File: src/rtl/lb_pkg.sv
package lb_pkg;
  typedef enum logic [1:0] {
    OUT_PASS  = 2'd0,
    OUT_CODE  = 2'd1,
    OUT_ONES  = 2'd2,
    OUT_ZEROS = 2'd3
  } out_src_e;

  function automatic out_src_e pick_src(input logic zeros, input logic ones,
                                        input logic use_code);
    if (zeros)         return OUT_ZEROS;
    else if (ones)     return OUT_ONES;
    else if (use_code) return OUT_CODE;
    else               return OUT_PASS;
  endfunction
endpackage

File: src/rtl/lb_pattern_seq.sv
module lb_pattern_seq #(
  parameter int CODE_W    = 8,
  parameter int LEN_SEL_W = 2,
  parameter int MIN_LEN   = 5
) (
  input  logic                 clk_i,
  input  logic                 rst_ni,
  input  logic                 valid_i,
  input  logic                 fbit_i,
  input  logic                 enable_i,
  input  logic                 unframed_i,
  input  logic [LEN_SEL_W-1:0] len_sel_i,
  input  logic [CODE_W-1:0]    code_i,
  output logic                 use_code_o,
  output logic                 code_bit_o
);
  localparam int CNT_W = $clog2(CODE_W + 1);

  logic                 en_q;
  logic [LEN_SEL_W-1:0] len_q;
  logic [CODE_W-1:0]    code_q;
  logic [CNT_W-1:0]     idx_q, idx_d, cur_idx, len_w, bit_pos;
  logic                 restart, replace, advance;

  assign len_w   = CNT_W'(MIN_LEN) + CNT_W'(len_sel_i);
  assign restart = (enable_i && !en_q) || (len_sel_i != len_q) || (code_i != code_q);
  assign cur_idx = restart ? '0 : idx_q;
  assign replace = unframed_i || !fbit_i;
  assign advance = enable_i && valid_i && replace;
  assign bit_pos = len_w - CNT_W'(1) - cur_idx;

  assign use_code_o = enable_i && replace;
  assign code_bit_o = |(code_i & (CODE_W'(1) << bit_pos));

  always_comb begin
    if (!enable_i)
      idx_d = '0;
    else if (advance)
      idx_d = (cur_idx == len_w - CNT_W'(1)) ? '0 : cur_idx + CNT_W'(1);
    else
      idx_d = cur_idx;
  end

  always_ff @(posedge clk_i or negedge rst_ni) begin
    if (!rst_ni) begin
      en_q   <= 1'b0;
      len_q  <= '0;
      code_q <= '0;
      idx_q  <= '0;
    end else begin
      en_q   <= enable_i;
      len_q  <= len_sel_i;
      code_q <= code_i;
      idx_q  <= idx_d;
    end
  end
endmodule

File: src/rtl/lb_out_stage.sv
module lb_out_stage
  import lb_pkg::*;
(
  input  logic clk_i,
  input  logic rst_ni,
  input  logic valid_i,
  input  logic data_i,
  input  logic use_code_i,
  input  logic code_bit_i,
  input  logic force_ones_i,
  input  logic force_zeros_i,
  output logic valid_o,
  output logic data_o
);
  out_src_e src;
  logic     bit_d;

  assign src = pick_src(force_zeros_i, force_ones_i, use_code_i);

  always_comb begin
    unique case (src)
      OUT_ZEROS: bit_d = 1'b0;
      OUT_ONES:  bit_d = 1'b1;
      OUT_CODE:  bit_d = code_bit_i;
      default:   bit_d = data_i;
    endcase
  end

  always_ff @(posedge clk_i or negedge rst_ni) begin
    if (!rst_ni) begin
      valid_o <= 1'b0;
      data_o  <= 1'b0;
    end else begin
      valid_o <= valid_i;
      data_o  <= valid_i & bit_d;
    end
  end
endmodule

File: src/rtl/lb_code_inserter.sv
module lb_code_inserter #(
  parameter int CODE_W    = 8,
  parameter int LEN_SEL_W = 2,
  parameter int MIN_LEN   = 5
) (
  input  logic                 clk_i,
  input  logic                 rst_ni,
  input  logic                 valid_i,
  input  logic                 data_i,
  input  logic                 fbit_i,
  input  logic                 enable_i,
  input  logic                 unframed_i,
  input  logic [LEN_SEL_W-1:0] len_sel_i,
  input  logic [CODE_W-1:0]    code_i,
  input  logic                 force_ones_i,
  input  logic                 force_zeros_i,
  output logic                 valid_o,
  output logic                 data_o
);
  logic use_code, code_bit;

  lb_pattern_seq #(
    .CODE_W(CODE_W), .LEN_SEL_W(LEN_SEL_W), .MIN_LEN(MIN_LEN)
  ) u_seq (
    .clk_i, .rst_ni, .valid_i, .fbit_i, .enable_i, .unframed_i,
    .len_sel_i, .code_i,
    .use_code_o(use_code),
    .code_bit_o(code_bit)
  );

  lb_out_stage u_out (
    .clk_i, .rst_ni, .valid_i, .data_i,
    .use_code_i(use_code),
    .code_bit_i(code_bit),
    .force_ones_i, .force_zeros_i,
    .valid_o, .data_o
  );
endmodule

File: config.mk
export PLATFORM = sky130hd
export DESIGN_NAME = lb_code_inserter
export DESIGN_NICKNAME = d
export VERILOG_FILES = /design/src/rtl/lb_pkg.sv /design/src/rtl/lb_pattern_seq.sv /design/src/rtl/lb_out_stage.sv /design/src/rtl/lb_code_inserter.sv
export SDC_FILE = /design/constraint.sdc
export NUM_CORES = 1
export LEC_CHECK = 0
export BUFFER_PORTS_ARGS = -buffer_cell sky130_fd_sc_hd__clkbuf_2
export CAP_MARGIN = 20
export CORE_MARGIN = 2
export CORE_UTILIZATION = 47
export CTS_CLUSTER_SIZE = 40
export DETAILED_ROUTE_END_ITERATION = 12
export GPL_ROUTABILITY_DRIVEN = 0
export PLACE_DENSITY = 0.85
export SYNTH_ARGS = -nofsm -noshare
export SYNTH_HDL_FRONTEND = slang
export SYNTH_SLANG_ARGS = --single-unit
File: constraint.sdc
create_clock -name clk_i -period 2.4 [get_ports clk_i]
set_input_delay 0 -clock clk_i [delete_from_list [all_inputs] [get_ports clk_i]]
set_output_delay 0 -clock clk_i [all_outputs]
set_load 0.01 [all_outputs]
Word-level counts from Yosys, hierarchy flattened:

Cells that the tools add are included.

* bits of input ports: 19
* ROM bits: 0
* memories kept: 0
* latch bits: 0
* output and inout port bits: 2
* RAM bits: 0
* word-level logic and storage cells: 37
* register bits: 17

* shifts and indexed selects: 1
* bitwise operators: 2
* equality and inequality tests: 6
* $lt $le $gt $ge: 0
* reductions and logical operators: 10
* divide/modulo/power cells: 0
* muxes and demuxes: 8
* multiply operators: 0
* $add $sub $neg: 4

Operators with widths (count)
* $mux 4: 4
* $and 8x8->8: 1
* $ne 8x8->1: 1
* $reduce_or 8->1: 1
* $shl 1x4->8 const A: 1
* $add 3x2->4 const A: 1
* $add 4x1->4 const B: 1
* $eq 2x2->1 const B: 2
* $eq 4x4->1: 1
* $logic_and 1x1->1: 4
* $mux 2: 2
* $sub 4x1->4 const B: 1
* $sub 4x4->4: 1
* $logic_or 1x1->1: 3
* $pmux 1 s3: 1
* $eq 2x1->1 const B: 1
* $logic_not 1->1: 2
* $ne 2x2->1: 1
* $and 1x1->1: 1
* $mux 1: 1

Longest topological paths before layout:

* depth in word-level cells: 11
* depth in mapped cells: 11
* depth with buffers taken out: 11

Modules after synthesis:

A second synthesis with hierarchy kept.

* cell total of the unflattened synthesis: 83
* area, all modules: 935.9 um^2

By module, submodules not included
* lb_pattern_seq: area an instance 860.8 um^2, seq. area each 375.4 um^2, cells an instance 77, times used 1
* lb_out_stage: area an instance 75.1 um^2, seq. area each 50.0 um^2, cells an instance 6, times used 1

Least setup slack after synthesis:

Ideal clock, no wire load.

* kind: register to register
* start point: register u_seq.code_q[5]
* end point: register u_out.data_o
* slack: -0.032 ns
* setup time: 0.124 ns
* path buffers: 0
* required time: 2.276 ns
* clock period less this slack: 2.432 ns
* cell stages (with the launch flop): 10
* arrival: 2.308 ns
* cells stage by stage: dfrtp_1 xnor2_4 o2111ai_4 nor3_4 and2_1 ha_1 fa_1 mux4_2 mux2i_1 o21ai_1

* word-level cells in the longest chain between the ends: 9

Ends and longest elaborated chain
* start, declared: RTL line lb_pattern_seq.sv:21 `logic [CODE_W-1:0] code_q;`
* start signal, assigned: RTL line lb_pattern_seq.sv:53 `code_q <= code_i;`
* $ne 8x8->1: RTL line lb_pattern_seq.sv:26 `assign restart = (enable_i && !en_q) || (len_sel_i != len_q) || (code_i != code_q);`
* $logic_or 1x1->1: RTL line lb_pattern_seq.sv:26
* $mux 4: RTL line lb_pattern_seq.sv:27 `assign cur_idx = restart ? '0 : idx_q;`
* $sub 4x4->4: RTL line lb_pattern_seq.sv:30 `assign bit_pos = len_w - CNT_W'(1) - cur_idx;`
* $shl 1x4->8: RTL line lb_pattern_seq.sv:33 `assign code_bit_o = |(code_i & (CODE_W'(1) << bit_pos));`
* $and 8x8->8: RTL line lb_pattern_seq.sv:33
* $reduce_or 8->1: RTL line lb_pattern_seq.sv:33
* $pmux 1 s3: RTL line lb_out_stage.sv:21 `unique case (src)`
* $and 1x1->1: RTL line lb_out_stage.sv:35 `data_o <= valid_i & bit_d;`
* end signal, assigned: RTL line lb_out_stage.sv:35
* end, declared: RTL line lb_out_stage.sv:13 `output logic data_o`

No other way between the ends.

Worst setup path after layout:

Ends and elaborated chain as after synthesis.

==> parameters.txt <==
Parameter                              Value

Hold path
  Hold-critical path endpoint    u_seq.idx_q[2]
  Cell count of the worst hold path    2
  Type of the worst min-delay path    in2reg
  Hold Crit Start    enable_i

Timing
  Min Tclk post-route    2.42 ns
  Final hold violation count    0
  Setup repair after global routing missed its margin    yes
  Final worst path period share    1.01
  Transition time of the tightest slew-check pin    0.415 ns
  Relative slew slack    0.724
  Fmax    0.413 GHz
  Setup skew after layout    0.00771 ns
  Final worst-path setup slack    -0.0241 ns
  Setup-failing EPs final    1
  Max-slew violation count    0

Clock network
  Clock latency of the later-clocked register in the worst-skew pair    0.31 ns
  Maximum count of clock buffers along a single path    2
  Post CTS Setup Buffer Count    0
  Clock buffers created by TritonCTS    3
  Number of H-tree branching levels    1
  Post-CTS clock slew at the launch and capture registers of the worst setup and hold paths    0.11 ns
  TritonCTS clock tree    built
  CTS sink count    17
  CTS Root Cell    sky130_fd_sc_hd__clkbuf_4

Synthesis
  Cell taking the most area after synthesis    sky130_fd_sc_hd__dfrtp_1
  Cell area after synthesis    967 sq um
  Count of unique library cells instantiated by Yosys    31
  Syn Inst Count    80
  Ranking of synthesized cells by instance count    sky130_fd_sc_hd__dfrtp_1 (17), sky130_fd_sc_hd__xnor2_1 (7), sky130_fd_sc_hd__nand2_1 (6), sky130_fd_sc_hd__inv_1 (5), sky130_fd_sc_hd__nand3_1 (5)
  Most common cell in the netlist    sky130_fd_sc_hd__dfrtp_1
  EDFF count, synth    0
  Most used flip-flop cell after synthesis    sky130_fd_sc_hd__dfrtp_1
  Main area contributors after synthesis    sky130_fd_sc_hd__dfrtp_1 (44%), sky130_fd_sc_hd__xnor2_1 (6.3%), sky130_fd_sc_hd__mux4_2 (4.7%)
  Area share of the leading cell type in the synthesized netlist    0.440
  Count of state elements after synthesis    17
  Post-synth net total    103
  Share of flip-flops with an asynchronous set or reset    1.00
  Mean Syn Cell Area    12.1 sq um
  Warnings from Yosys    0
  Portion of the post-synthesis area used by sequential elements    0.440

Power
  Power density over the cells    443 nW/um^2
  Worst-case vdd ir drop    428 uV
  Total design power    0.583 mW
  Lkg Pwr    0.605 nW

Job
  Max-cap violation count    0

Global route
  Vias in the first global route    838
  Total global routing track utilization    0.204
  Global route total overflow    0
  Maximum number of pins on one net before global-route repair    18
  Global-route wire length before repair    3700 microns
  Number of antenna violations at the first check in global routing    0

Critical path
  Depth of the most critical reg-to-reg path    9
  Required time worst endpoint    2.59 ns
  Critical-path maximum fanout    3
  Worst setup path startpoint    u_seq.code_q[5]
  Reg-to-reg setup timing slack    -0.02 ns
  Reg-to-Reg End    u_out.data_o
  Critical path type    reg2reg
  Kind of start point of the critical path    register
  Setup crit end kind    register
  Launch instance of the worst register-to-register path    u_seq.code_q[5]
  Critical path data arrival time    2.61 ns

Layout
  Post-Layout Inst Area    1320 sq um
  Fillcell total    137
  Number of nets in the layout    144
  Layout Cells excl Fill    147
  Antenna diode count    0
  Area delta synth->final    36.0%
  Proportion of layout cells with a drive suffix above 1    0.350

Detailed routing
  DRC violations left    0
  Number of violations reported at the end of detailed-routing iteration 0    7
  Via density    5.10
  Detailed Routing Iterations Pass 1    4
  Average wire length per cell after detail routing    14.5 microns
  Post-detailed-route count of antenna-violating nets    0
  Overall via count from detail_route    749
  Detailed Route WL    2130 microns

Status
  Status    complete, but fails checks
  Violations in the final reports    negative setup slack

Floorplan
  Placeable core area    1940 sq um
  Total number of placement rows    16
  Horiz. Die Dim    49.4 microns
  Total Die Area    2440 sq um
  Height of the chip    49.4 microns
  Boundary Pins    21
  Starting utilization of the core area    0.498

Place
  Worst setup slack before clock tree synthesis    -0.0450 ns
  Placed inst area    1130 sq um
  Input/output buffers    20
  Post-placement cell count    129
  Detailed Place HPWL    1480 microns
-- where the power goes --
| part | internal (mW) | leakage, nW | switching (mW) |
|---|---|---|---|
| logic | 0.0615 | 0.379 | 0.0530 |
| clock network | 0.0623 | 0.0177 | 0.0993 |
| registers | 0.299 | 0.208 | 0.00811 |
| total | 0.423 | 0.605 | 0.160 |
-- critical path, stage by stage (launching register included) --
cell and delay [ns]:
sky130_fd_sc_hd__dfrtp_1 0.44, sky130_fd_sc_hd__xnor2_4 0.18, sky130_fd_sc_hd__o2111ai_4 0.18, sky130_fd_sc_hd__nor3_4 0.23
sky130_fd_sc_hd__and2_4 0.19, sky130_fd_sc_hd__ha_4 0.14, sky130_fd_sc_hd__fa_1 0.42, sky130_fd_sc_hd__mux4_2 0.30
sky130_fd_sc_hd__mux2i_1 0.13, sky130_fd_sc_hd__o21ai_1 0.09
-- cells by family (layout without fill, tap and decap cells) --
kind of cell               count (synthesis)  after routing  share of synthesized area
muxes                                      3              3                     0.0569
AOI/OAI and AO/OA                         10             10                     0.0893
and+or+nand+nor                           26             26                      0.173
xor gates and xnor gates                  13             13                      0.153
DFF                                       17             17                      0.440
buffers and inverters                      7             47                     0.0285
adders and majority gates                  4              4                     0.0595
-- sequential cells by signal, summed over array words and instances (netlist names) --
name	cells
u_out.data_o	1
u_seq.en_q	1
u_seq.code_q	8
u_out.valid_o	1
u_seq.idx_q	4
u_seq.len_q	2
-- worst max path at each step --
| stage | to |
|---|---|
| 2_1_floorplan | u_out.data_o |
| 3_3_place_gp | u_out.data_o |
| 3_5_place_dp | u_out.data_o |
| 4_1_cts | u_out.data_o |
| 5_1_grt | u_out.data_o |
| 6_report | u_out.data_o |
-- final cells by class --
| class | instances | area, sq um | area share |
|---|---|---|---|
| multi-input combinational | 56 | 543 | 0.413 |
| sequential | 17 | 425 | 0.324 |
| timing repair buffer | 37 | 263 | 0.200 |
| tap | 27 | 33.8 | 0.0257 |
| clock buffer | 3 | 22.5 | 0.0171 |
| inverter | 6 | 22.5 | 0.0171 |
| clock inverter | 1 | 5.00 | 0.00381 |
-- layer usage --
metal | global-route usage | share of wire
met2 | 0.342 | 0.54
met4 | 0.105 | 0.024
met1 | 0.244 | 0.41
met5 | 0 | 0
met3 | 0.0429 | 0.030
-- cell usage in the layout (no fill, tap or decap), types with 3 or more instances in the layout --
cell type	Yosys	layout
sky130_fd_sc_hd__xor2_1	3	3
sky130_fd_sc_hd__a21oi_1	4	4
sky130_fd_sc_hd__inv_1	5	5
sky130_fd_sc_hd__nand4_1	3	3
sky130_fd_sc_hd__nand3_1	5	5
sky130_fd_sc_hd__buf_4	0	3
sky130_fd_sc_hd__dfrtp_1	17	17
sky130_fd_sc_hd__clkbuf_4	0	3
sky130_fd_sc_hd__clkbuf_2	0	20
sky130_fd_sc_hd__xnor2_2	2	3
sky130_fd_sc_hd__dlygate4sd3_1	0	14
sky130_fd_sc_hd__xnor2_1	7	6
sky130_fd_sc_hd__nand2_1	6	6
-- metrics by stage --
step	utilization	hold WS, ns	setup TNS (ns)
floorplan	-	-0.296	-0.00146
global placement	0.584	-0.0541	0
detailed placement	0.584	-0.0437	-0.0450
CTS	0.674	0.00504	-0.0475
global route	0.677	0.0274	-0.231
finish	0.677	0.00760	-0.0241
-- what timing repair did --
item | CTS | global route
pin swaps | 2 | 0
gates resized for setup | 1 | 1
gates cloned | 0 | 0
hold endpoints to repair | 30 | 0
hold buffers | 14 | 0
setup endpoints to repair | 1 | 4
Note: power is estimated with default switching activity, not from simulation.
